[src/rtl/sigma0_pkg.sv]
package sigma0_pkg;
    localparam int INSN_W = 32;
    localparam int QIDX_W = 4;

    localparam logic [8:0] OPC_HI   = 9'b111100111;
    localparam logic [1:0] OPC_MID  = 2'b11;
    localparam logic [1:0] OPC_LOW  = 2'b10;
    localparam logic [5:0] OPC_FUNC = 6'b001111;
    localparam logic [1:0] SIZE_32  = 2'b10;

    typedef struct packed {
        logic              undef;
        logic [QIDX_W-1:0] dst;
        logic [QIDX_W-1:0] src;
    } dec_t;
endpackage

[src/rtl/s0_decode.sv]
module s0_decode
    import sigma0_pkg::*;
(
    input  logic [INSN_W-1:0] insn,
    output dec_t              dec
);
    logic opc_ok;
    logic size_bad;
    logic reg_odd;

    always_comb begin
        opc_ok   = (insn[31:23] == OPC_HI) && (insn[21:20] == OPC_MID) &&
                   (insn[17:16] == OPC_LOW) && (insn[11:6] == OPC_FUNC) &&
                   (insn[4] == 1'b0);
        size_bad = (insn[19:18] != SIZE_32);
        reg_odd  = insn[12] | insn[0];
        dec.undef = !opc_ok || size_bad || reg_odd;
        // register number {ext, field} halved gives the quad index
        dec.dst = {insn[22], insn[15:13]};
        dec.src = {insn[5], insn[3:1]};
    end
endmodule

[src/rtl/s0_lane.sv]
module s0_lane #(
    parameter int LANE_W = 32,
    parameter int ROT_A  = 7,
    parameter int ROT_B  = 18,
    parameter int SHR_C  = 3
) (
    input  logic [LANE_W-1:0] t_i,
    input  logic [LANE_W-1:0] x_i,
    output logic [LANE_W-1:0] sum_o
);
    function automatic logic [LANE_W-1:0] rotr(input logic [LANE_W-1:0] v, input int n);
        return (v >> n) | (v << (LANE_W - n));
    endfunction

    logic [LANE_W-1:0] sig;

    always_comb begin
        sig   = rotr(t_i, ROT_A) ^ rotr(t_i, ROT_B) ^ (t_i >> SHR_C);
        sum_o = sig + x_i;
    end
endmodule

[src/rtl/sched_sigma0_unit.sv]
module sched_sigma0_unit
    import sigma0_pkg::*;
#(
    parameter int LANE_W = 32,
    parameter int LANES  = 4,
    parameter int ROT_A  = 7,
    parameter int ROT_B  = 18,
    parameter int SHR_C  = 3
) (
    input  logic                      clk,
    input  logic                      rst,
    input  logic                      valid_in,
    input  logic [INSN_W-1:0]         insn,
    input  logic [LANE_W*LANES-1:0]   x_in,
    input  logic [LANE_W*LANES-1:0]   y_in,
    output logic                      valid_out,
    output logic                      wr_en,
    output logic                      undef,
    output logic [QIDX_W-1:0]         dst_idx,
    output logic [QIDX_W-1:0]         src_idx,
    output logic [LANE_W*LANES-1:0]   result
);
    localparam int VEC_W = LANE_W * LANES;

    typedef struct packed {
        logic              valid;
        logic              wr_en;
        logic              undef;
        logic [QIDX_W-1:0] dst;
        logic [QIDX_W-1:0] src;
        logic [VEC_W-1:0]  result;
    } stage_t;

    stage_t st_d, st_q;
    dec_t   dec;

    logic [VEC_W-1:0] t_vec;
    logic [VEC_W-1:0] lane_sum;
    logic             unused_y_hi;

    // funnel: Y low word on top, X moved down one word
    assign t_vec       = {y_in[LANE_W-1:0], x_in[VEC_W-1:LANE_W]};
    assign unused_y_hi = ^y_in[VEC_W-1:LANE_W];

    s0_decode u_dec (
        .insn (insn),
        .dec  (dec)
    );

    for (genvar e = 0; e < LANES; e++) begin : g_lane
        s0_lane #(
            .LANE_W (LANE_W),
            .ROT_A  (ROT_A),
            .ROT_B  (ROT_B),
            .SHR_C  (SHR_C)
        ) u_lane (
            .t_i   (t_vec[e*LANE_W +: LANE_W]),
            .x_i   (x_in[e*LANE_W +: LANE_W]),
            .sum_o (lane_sum[e*LANE_W +: LANE_W])
        );
    end

    always_comb begin
        st_d       = st_q;
        st_d.valid = valid_in;
        st_d.wr_en = valid_in && !dec.undef;
        st_d.undef = valid_in && dec.undef;
        if (valid_in) begin
            st_d.dst    = dec.dst;
            st_d.src    = dec.src;
            st_d.result = dec.undef ? '0 : lane_sum;
        end
    end

    always_ff @(posedge clk) begin
        if (rst) begin
            st_q <= '0;
        end else begin
            st_q <= st_d;
        end
    end

    assign valid_out = st_q.valid;
    assign wr_en     = st_q.wr_en;
    assign undef     = st_q.undef;
    assign dst_idx   = st_q.dst;
    assign src_idx   = st_q.src;
    assign result    = st_q.result;
endmodule

[config.mk]
export PLATFORM = sky130hd
export DESIGN_NAME = sched_sigma0_unit
export DESIGN_NICKNAME = d
export VERILOG_FILES = /design/src/rtl/sigma0_pkg.sv /design/src/rtl/s0_decode.sv /design/src/rtl/s0_lane.sv /design/src/rtl/sched_sigma0_unit.sv
export SDC_FILE = /design/constraint.sdc
export NUM_CORES = 1
export LEC_CHECK = 0
export CAP_MARGIN = 20
export CELL_PAD_IN_SITES_DETAIL_PLACEMENT = 0
export CELL_PAD_IN_SITES_GLOBAL_PLACEMENT = 1
export CORE_MARGIN = 4
export CORE_UTILIZATION = 43
export DETAILED_ROUTE_END_ITERATION = 10
export DONT_BUFFER_PORTS = 1
export PLACE_DENSITY = 0.87
export SLEW_MARGIN = 20
export SYNTH_ARGS = -nofsm -noshare
export SYNTH_HDL_FRONTEND = slang
export SYNTH_SLANG_ARGS = --single-unit
[constraint.sdc]
create_clock -name clk -period 2.9 [get_ports clk]
set_input_delay 0.29 -clock clk [delete_from_list [all_inputs] [get_ports clk]]
set_output_delay 0.29 -clock clk [all_outputs]
set_load 0.01 [all_outputs]
==> impl_metrics.yaml, run 1 <==
status:
  outcome: "completed"
clock_network:
  clk_pin_slew_ps: 70
  root_buffer: "clkbuf_16"
  h-tree-depth: 4
  clk_path_buf_depth: 2
  cts_num_sinks: 139
  cts_tree: "done"
  cts_setup_buffers: 0
  numCtsBuffers: 17
  worst_skew_pair.late_latency_ps: 430
cells_and_area:
  final_cell_mix: "xnor2_1 (277), buf_4 (175), nand2_1 (158), ha_1 (151), o21ai_0 (144)"
  areaGrowthSynthToFinish_pct: 19.2
  fill_cells: 2696
  fin_cells: 2085
  drive_gt1_share_pct: 13.8
  diodes: 0
  layout.nets: 2136
  final_util_pct: 52.5
  final_common_cell: "xnor2_1"
worst_hold_path:
  hp-class: "input port to flop"
  min_from: "insn[2]"
sta:
  tightest_slew_ps: 816
  clock_skew_ps: 0
  finalMaxSlewViolations: 0
  rsz0062_at_grt: "false"
  whs_ps: 13.2
  final-hold-violation-count: 0
  finalSetupViolCount: 0
  fin_tns_setup_ps: 0
  post-route-min-period_ps: 2700
  relSlewSlack_pct: 45.5
  fmax_ghz: 0.370
  period_share_pct: 93.1
detailed_routing:
  wl_per_cell_um: 22.4
  vias_per_cell: 5.76
  drc: 0
  drt_iter0_markers: 823
  drt-pass1-iter-count: 5
  ant_nets: 0
  vias: 12000
  drt-total-wl_um: 46800
die:
  top_level_ports: 430
  die_w_um: 180
  num_rows: 62
  die_area_um2: 32400
  start_util_pct: 44.0
  core_um2: 28900
  die_h_um: 180
worst_setup_path:
  cp.required_ps: 3210
  worst-setup-path-type: "input port to flop"
  start_kind: "input port"
  worstReg2RegStart: "result[116]"
  worstSetupEndpointType: "flop"
  path_max_fanout: 4
  arrival_ps: 3020
  startpoint: "x_in[39]"
synthesis:
  ys_ff_latch: 139
  synth_flop_cell: "dfxtp_1"
  synth_mux_area_share_pct: 0.786
  syn_nets: 1978
  synth_area_leaders: "dfxtp_1 (22%), xnor2_1 (19%), ha_1 (15%)"
  synth_top_family_by_area: "XOR/XNOR gates"
  synth_top_cell_area_share_pct: 21.9
  synth_fa_ha_area_share_pct: 15.6
  ys_warn_count: 0
  synth_cell_types: 67
  synthCells: 1531
  synthSimpleGateAreaFrac_pct: 13.3
  ys_seq_area_share_pct: 21.9
  synth-edff-count: 0
  async_flop_share_pct: 0
  synth-xor-area-share_pct: 24.1
  syn_area_per_cell_um2: 8.32
  syn-cell-area_um2: 12700
  synth_area_leader_cell: "dfxtp_1"
  synth_compound_area_share_pct: 22.5
power:
  internal_power_mw: 5.52
  leakage_nw: 6.31
  power.share.combinational_pct: 47.9
  power_density_nw_per_um2: 563
  power_mw: 8.55
  pwr-share-clk_pct: 29.6
  irDropWorstVdd_mv: 0.403
  pwr-share-seq_pct: 22.5
  power.switching_mw: 3.03
  p_sw_share_pct: 35.4
place:
  dp_hpwl_um: 38500
  port_buffers: 0
  placed_cells: 2053
  gp_congestion: 0.981
global_routing:
  grt_pass1_vias: 11900
  grt.met1_usage_pct: 33.3
  grt_max_degree: 63
  grt_pass1_wl_um: 70900
  grtUsageMet2_pct: 46.0
  grt_usage_pct: 27.8
  grt_overflow_total: 0
  busiest_layer: "met2"
  antenna_found_initial: 0
  use_met3_pct: 11.3
flow_run:
  max_cap_viol_count: 0
registers in the layout, indices dropped and copies added, names as in the netlist:
register / flops
dst_idx: 4
result: 128
src_idx: 4
undef: 1
valid_out: 1
wr_en: 1
cells in the mapped netlist, drive strengths merged, types with 10 or more instances:
cell type	number
xnor2	280
nand2	159
ha	152
o21ai	149
dfxtp	139
a21oi	92
xor2	70
nor2	69
a21o	63
clkbuf	37
nand3	29
nor3	24
inv	23
a22o	22
nand4	15
o21bai	15
a31oi	14
o21a	14
or3	14
a211oi	11
mux2i	10
nor2b	10
cells by family (layout without fill, tap and decap cells):
| group | after synthesis | count (layout) |
|---|---|---|
| adder cells (fa/ha/maj) | 156 | 156 |
| XOR/XNOR | 350 | 350 |
| AO/OA/AOI/OAI | 447 | 447 |
| multiplexers | 10 | 10 |
| flip-flops | 139 | 139 |
| buffers and inverters | 63 | 233 |
| AND/OR/NAND/NOR | 366 | 366 |
worst max-delay path, cell delays in order:
cell	delay [ps]
xnor2_1	180
xnor2_1	120
ha_1	230
fa_2	360
a21o_1	200
a2111oi_4	300
nor3_2	90
o41a_1	360
a31o_2	310
a41oi_2	210
and2b_1	160
xor2_1	140
o21ai_1	60
cell type report:
cell class / count / area, um2 / share of cell area [%]
clock buffers: 21 / 470 / 3.10
well taps: 384 / 480 / 3.16
flip-flops and latches: 139 / 2780 / 18.3
clock inverters: 10 / 188 / 1.24
inverters: 24 / 90.1 / 0.593
repair buffers: 178 / 1360 / 8.98
multi-input cells: 1329 / 9810 / 64.6
metrics by stage:
| step | setup slack (ps) | instance area, um2 |
|---|---|---|
| floorplan | -34.4 | 12800 |
| global placement | -267 | 14500 |
| detailed placement | -310 | 14500 |
| CTS | 129 | 15200 |
| global route | 16.1 | 15200 |
| finish | 199 | 15200 |
routing by layer:
metal / share of wire, % / wire [um]
met3: 12 / 5690
met2: 46 / 21300
met5: 0 / 0
met4: 2.8 / 1330
met1: 39 / 18400
power by group through the flow:
stage                     Clock [mW]  Sequential, mW  Combinational, mW
final                           2.53            1.93               4.09
after global routing            2.64            1.92               4.51
after CTS                       2.57            1.93               4.05
after detailed placement           0            1.97               4.01
after floorplan                    0            1.97               2.70
after global placement             0            1.97               3.96
final timing paths:
check                     end  slack, ps  cells past startpoint
setup / recovery   result[28]        200                     13
hold / removal     src_idx[1]         10                      2
hold reg to reg    result[19]        510                      2
setup reg to reg  result[116]       2130                      1
timing repair:
item / CTS / global route
gates resized for setup: 0 / 7
hold buffers: 1 / 0
hold endpoints to repair: 9 / 0
setup endpoints to repair: 0 / 9
(Power assumes the default switching activity.)
==> run 2: changes to the inputs <==
==> constraint.sdc (replaced) <==
create_clock -name clk -period 2.26 [get_ports clk]
set_input_delay 0 -clock clk [delete_from_list [all_inputs] [get_ports clk]]
set_output_delay 0 -clock clk [all_outputs]
set_load 0.01 [all_outputs]
==> run 2 against run 1 <==
The run now ends with negative setup slack left; clock-buffer cell count fell by 4; worst setup slack worse by 250 ps; sequential share of layout area shrank 1.7 points; power grew 35%; global-route usage increased by 1.3 points; clock skew did not move; critical endpoint unchanged; largest cell class unchanged.
==> impl_metrics.yaml, run 2 (synthesis gave the netlist of run 1 again) <==
status:
  outcome: "finished, violations left"
  violations: "negative setup slack"
sta:
  rsz0062_at_grt: "true"
  finalSetupViolCount: 3
  fin_ws_ps: -55.9
  fmax_ghz: 0.432
  relSlewSlack_pct: 68.8
  tightest_slew_ps: 464
  period_share_pct: 102
  final-hold-violation-count: 0
  clock_skew_ps: 0
  fin_tns_setup_ps: -127
  post-route-min-period_ps: 2320
  whs_ps: 15.6
  finalMaxSlewViolations: 0
die:
  start_util_pct: 44.0
  core_um2: 28900
  die_area_um2: 32400
  die_w_um: 180
  die_h_um: 180
  top_level_ports: 430
  num_rows: 62
detailed_routing:
  ant_nets: 0
  vias_per_cell: 5.74
  drt-total-wl_um: 49700
  vias: 12800
  drc: 0
  drt-pass1-iter-count: 5
  wl_per_cell_um: 22.3
  drt_iter0_markers: 765
global_routing:
  grt_max_degree: 90
  antenna_found_initial: 0
  grt_pass1_vias: 12600
  grt_overflow_total: 0
  grt_pass1_wl_um: 74000
  grt_usage_pct: 29.1
place:
  dp_hpwl_um: 39200
  port_buffers: 0
  gp_congestion: 0.992
worst_setup_path:
  rrSetupSlack_ps: 930
  worstReg2RegStart: "dst_idx[1]"
  path_max_fanout: 4
  startpoint: "x_in[39]"
  rr_endpoint: "dst_idx[1]"
  crit_end: "result[28]"
  arrival_ps: 2640
  worstRegToRegCells: 3
  worstSetupEndpointType: "flop"
  cp.required_ps: 2580
  worst-setup-path-type: "input port to flop"
  start_kind: "input port"
clock_network:
  worst_skew_pair.late_latency_ps: 430
  clk_path_buf_depth: 2
  cts_tree: "done"
  root_buffer: "clkbuf_16"
  clk_pin_slew_ps: 70
  numCtsBuffers: 17
  cts_num_sinks: 139
  h-tree-depth: 4
cells_and_area:
  drive_gt1_share_pct: 21.0
  layout.nets: 2276
  final_common_cell: "buf_4"
  largest_reg_flops: 128
  final_cell_mix: "buf_4 (268), xnor2_1 (265), nand2_1 (158), ha_1 (148), dfxtp_1 (139)"
  diodes: 0
  areaGrowthSynthToFinish_pct: 31.4
power:
  leakage_nw: 7.06
  irDropWorstVdd_mv: 0.510
  power_mw: 11.5
  power_density_nw_per_um2: 688
worst_hold_path:
  hp-class: "input port to flop"
flow_run:
  max_cap_viol_count: 0
[run 2: per-stage QoR]
| step | utilization (%) | worst slack, ps | cell area (um2) | instances |
|---|---|---|---|---|
| after detailed placement | 52.8 | -557 | 15300 | 2139 |
| after global routing | 57.8 | -189 | 16700 | 2225 |
| after CTS | 56.5 | -21.0 | 16400 | 2217 |
| final | 57.8 | -55.9 | 16700 | 2225 |
| after global placement | 52.8 | -534 | 15300 | 2139 |
| after floorplan | - | -384 | 12900 | 1531 |
[run 2: what timing repair did]
action | in CTS | in global routing
resized for setup | 4 | 57
pin swaps | 5 | 38
gates cloned | 0 | 0
setup buffers | 1 | 9
hold buffers | 46 | 0
hold endpoints to repair | 63 | 0
setup endpoints to repair | 7 | 32
[run 2: per-layer routing]
layer / part of all wire, % / vias up / global-route usage [%] / wire (um)
li1: - / 6057 / - / -
met3: 11 / 100 / 10.4 / 5450
met2: 47 / 578 / 49.4 / 23300
met5: 0 / - / 0 / 0
met4: 3.3 / 0 / 9.17 / 1650
met1: 39 / 6035 / 34.4 / 19300
[run 2: final cells by class]
type                            instances  area [um2]
Clock inverter                         14         161
Tap cell                              384         480
Multi-Input combinational cell       1329       10200
Sequential cell                       139        2780
Timing Repair Buffer                  318        2550
Inverter                               24        90.1
Clock buffer                           17         425
Fill cell                            2645       12200
[run 2: worst max-delay path, stage by stage]
cell	delay, ps
xnor2_4	120
xnor2_1	120
ha_2	190
fa_2	370
a21o_1	200
a2111oi_4	310
nor3_2	80
o41a_1	390
a31o_4	280
a41oi_4	170
and2b_1	170
xor2_1	160
o21ai_1	70
[run 2: how the worst min path moves through the flow]
stage          slack (ps)      start  cells after the start           to
3_3_place_gp           70        rst                      1   src_idx[1]
3_5_place_dp           80        rst                      1   dst_idx[2]
5_1_grt                20  x_in[103]                      4  result[103]
2_1_floorplan         150   insn[13]                      2   dst_idx[0]
6_report               20  x_in[103]                      4  result[103]
4_1_cts                10   x_in[14]                      4   result[14]
[run 2: power by group]
part / switching, mW / internal, mW
sequential: 0.0120 / 2.46
combinational: 2.98 / 3.10
clock: 1.31 / 1.65
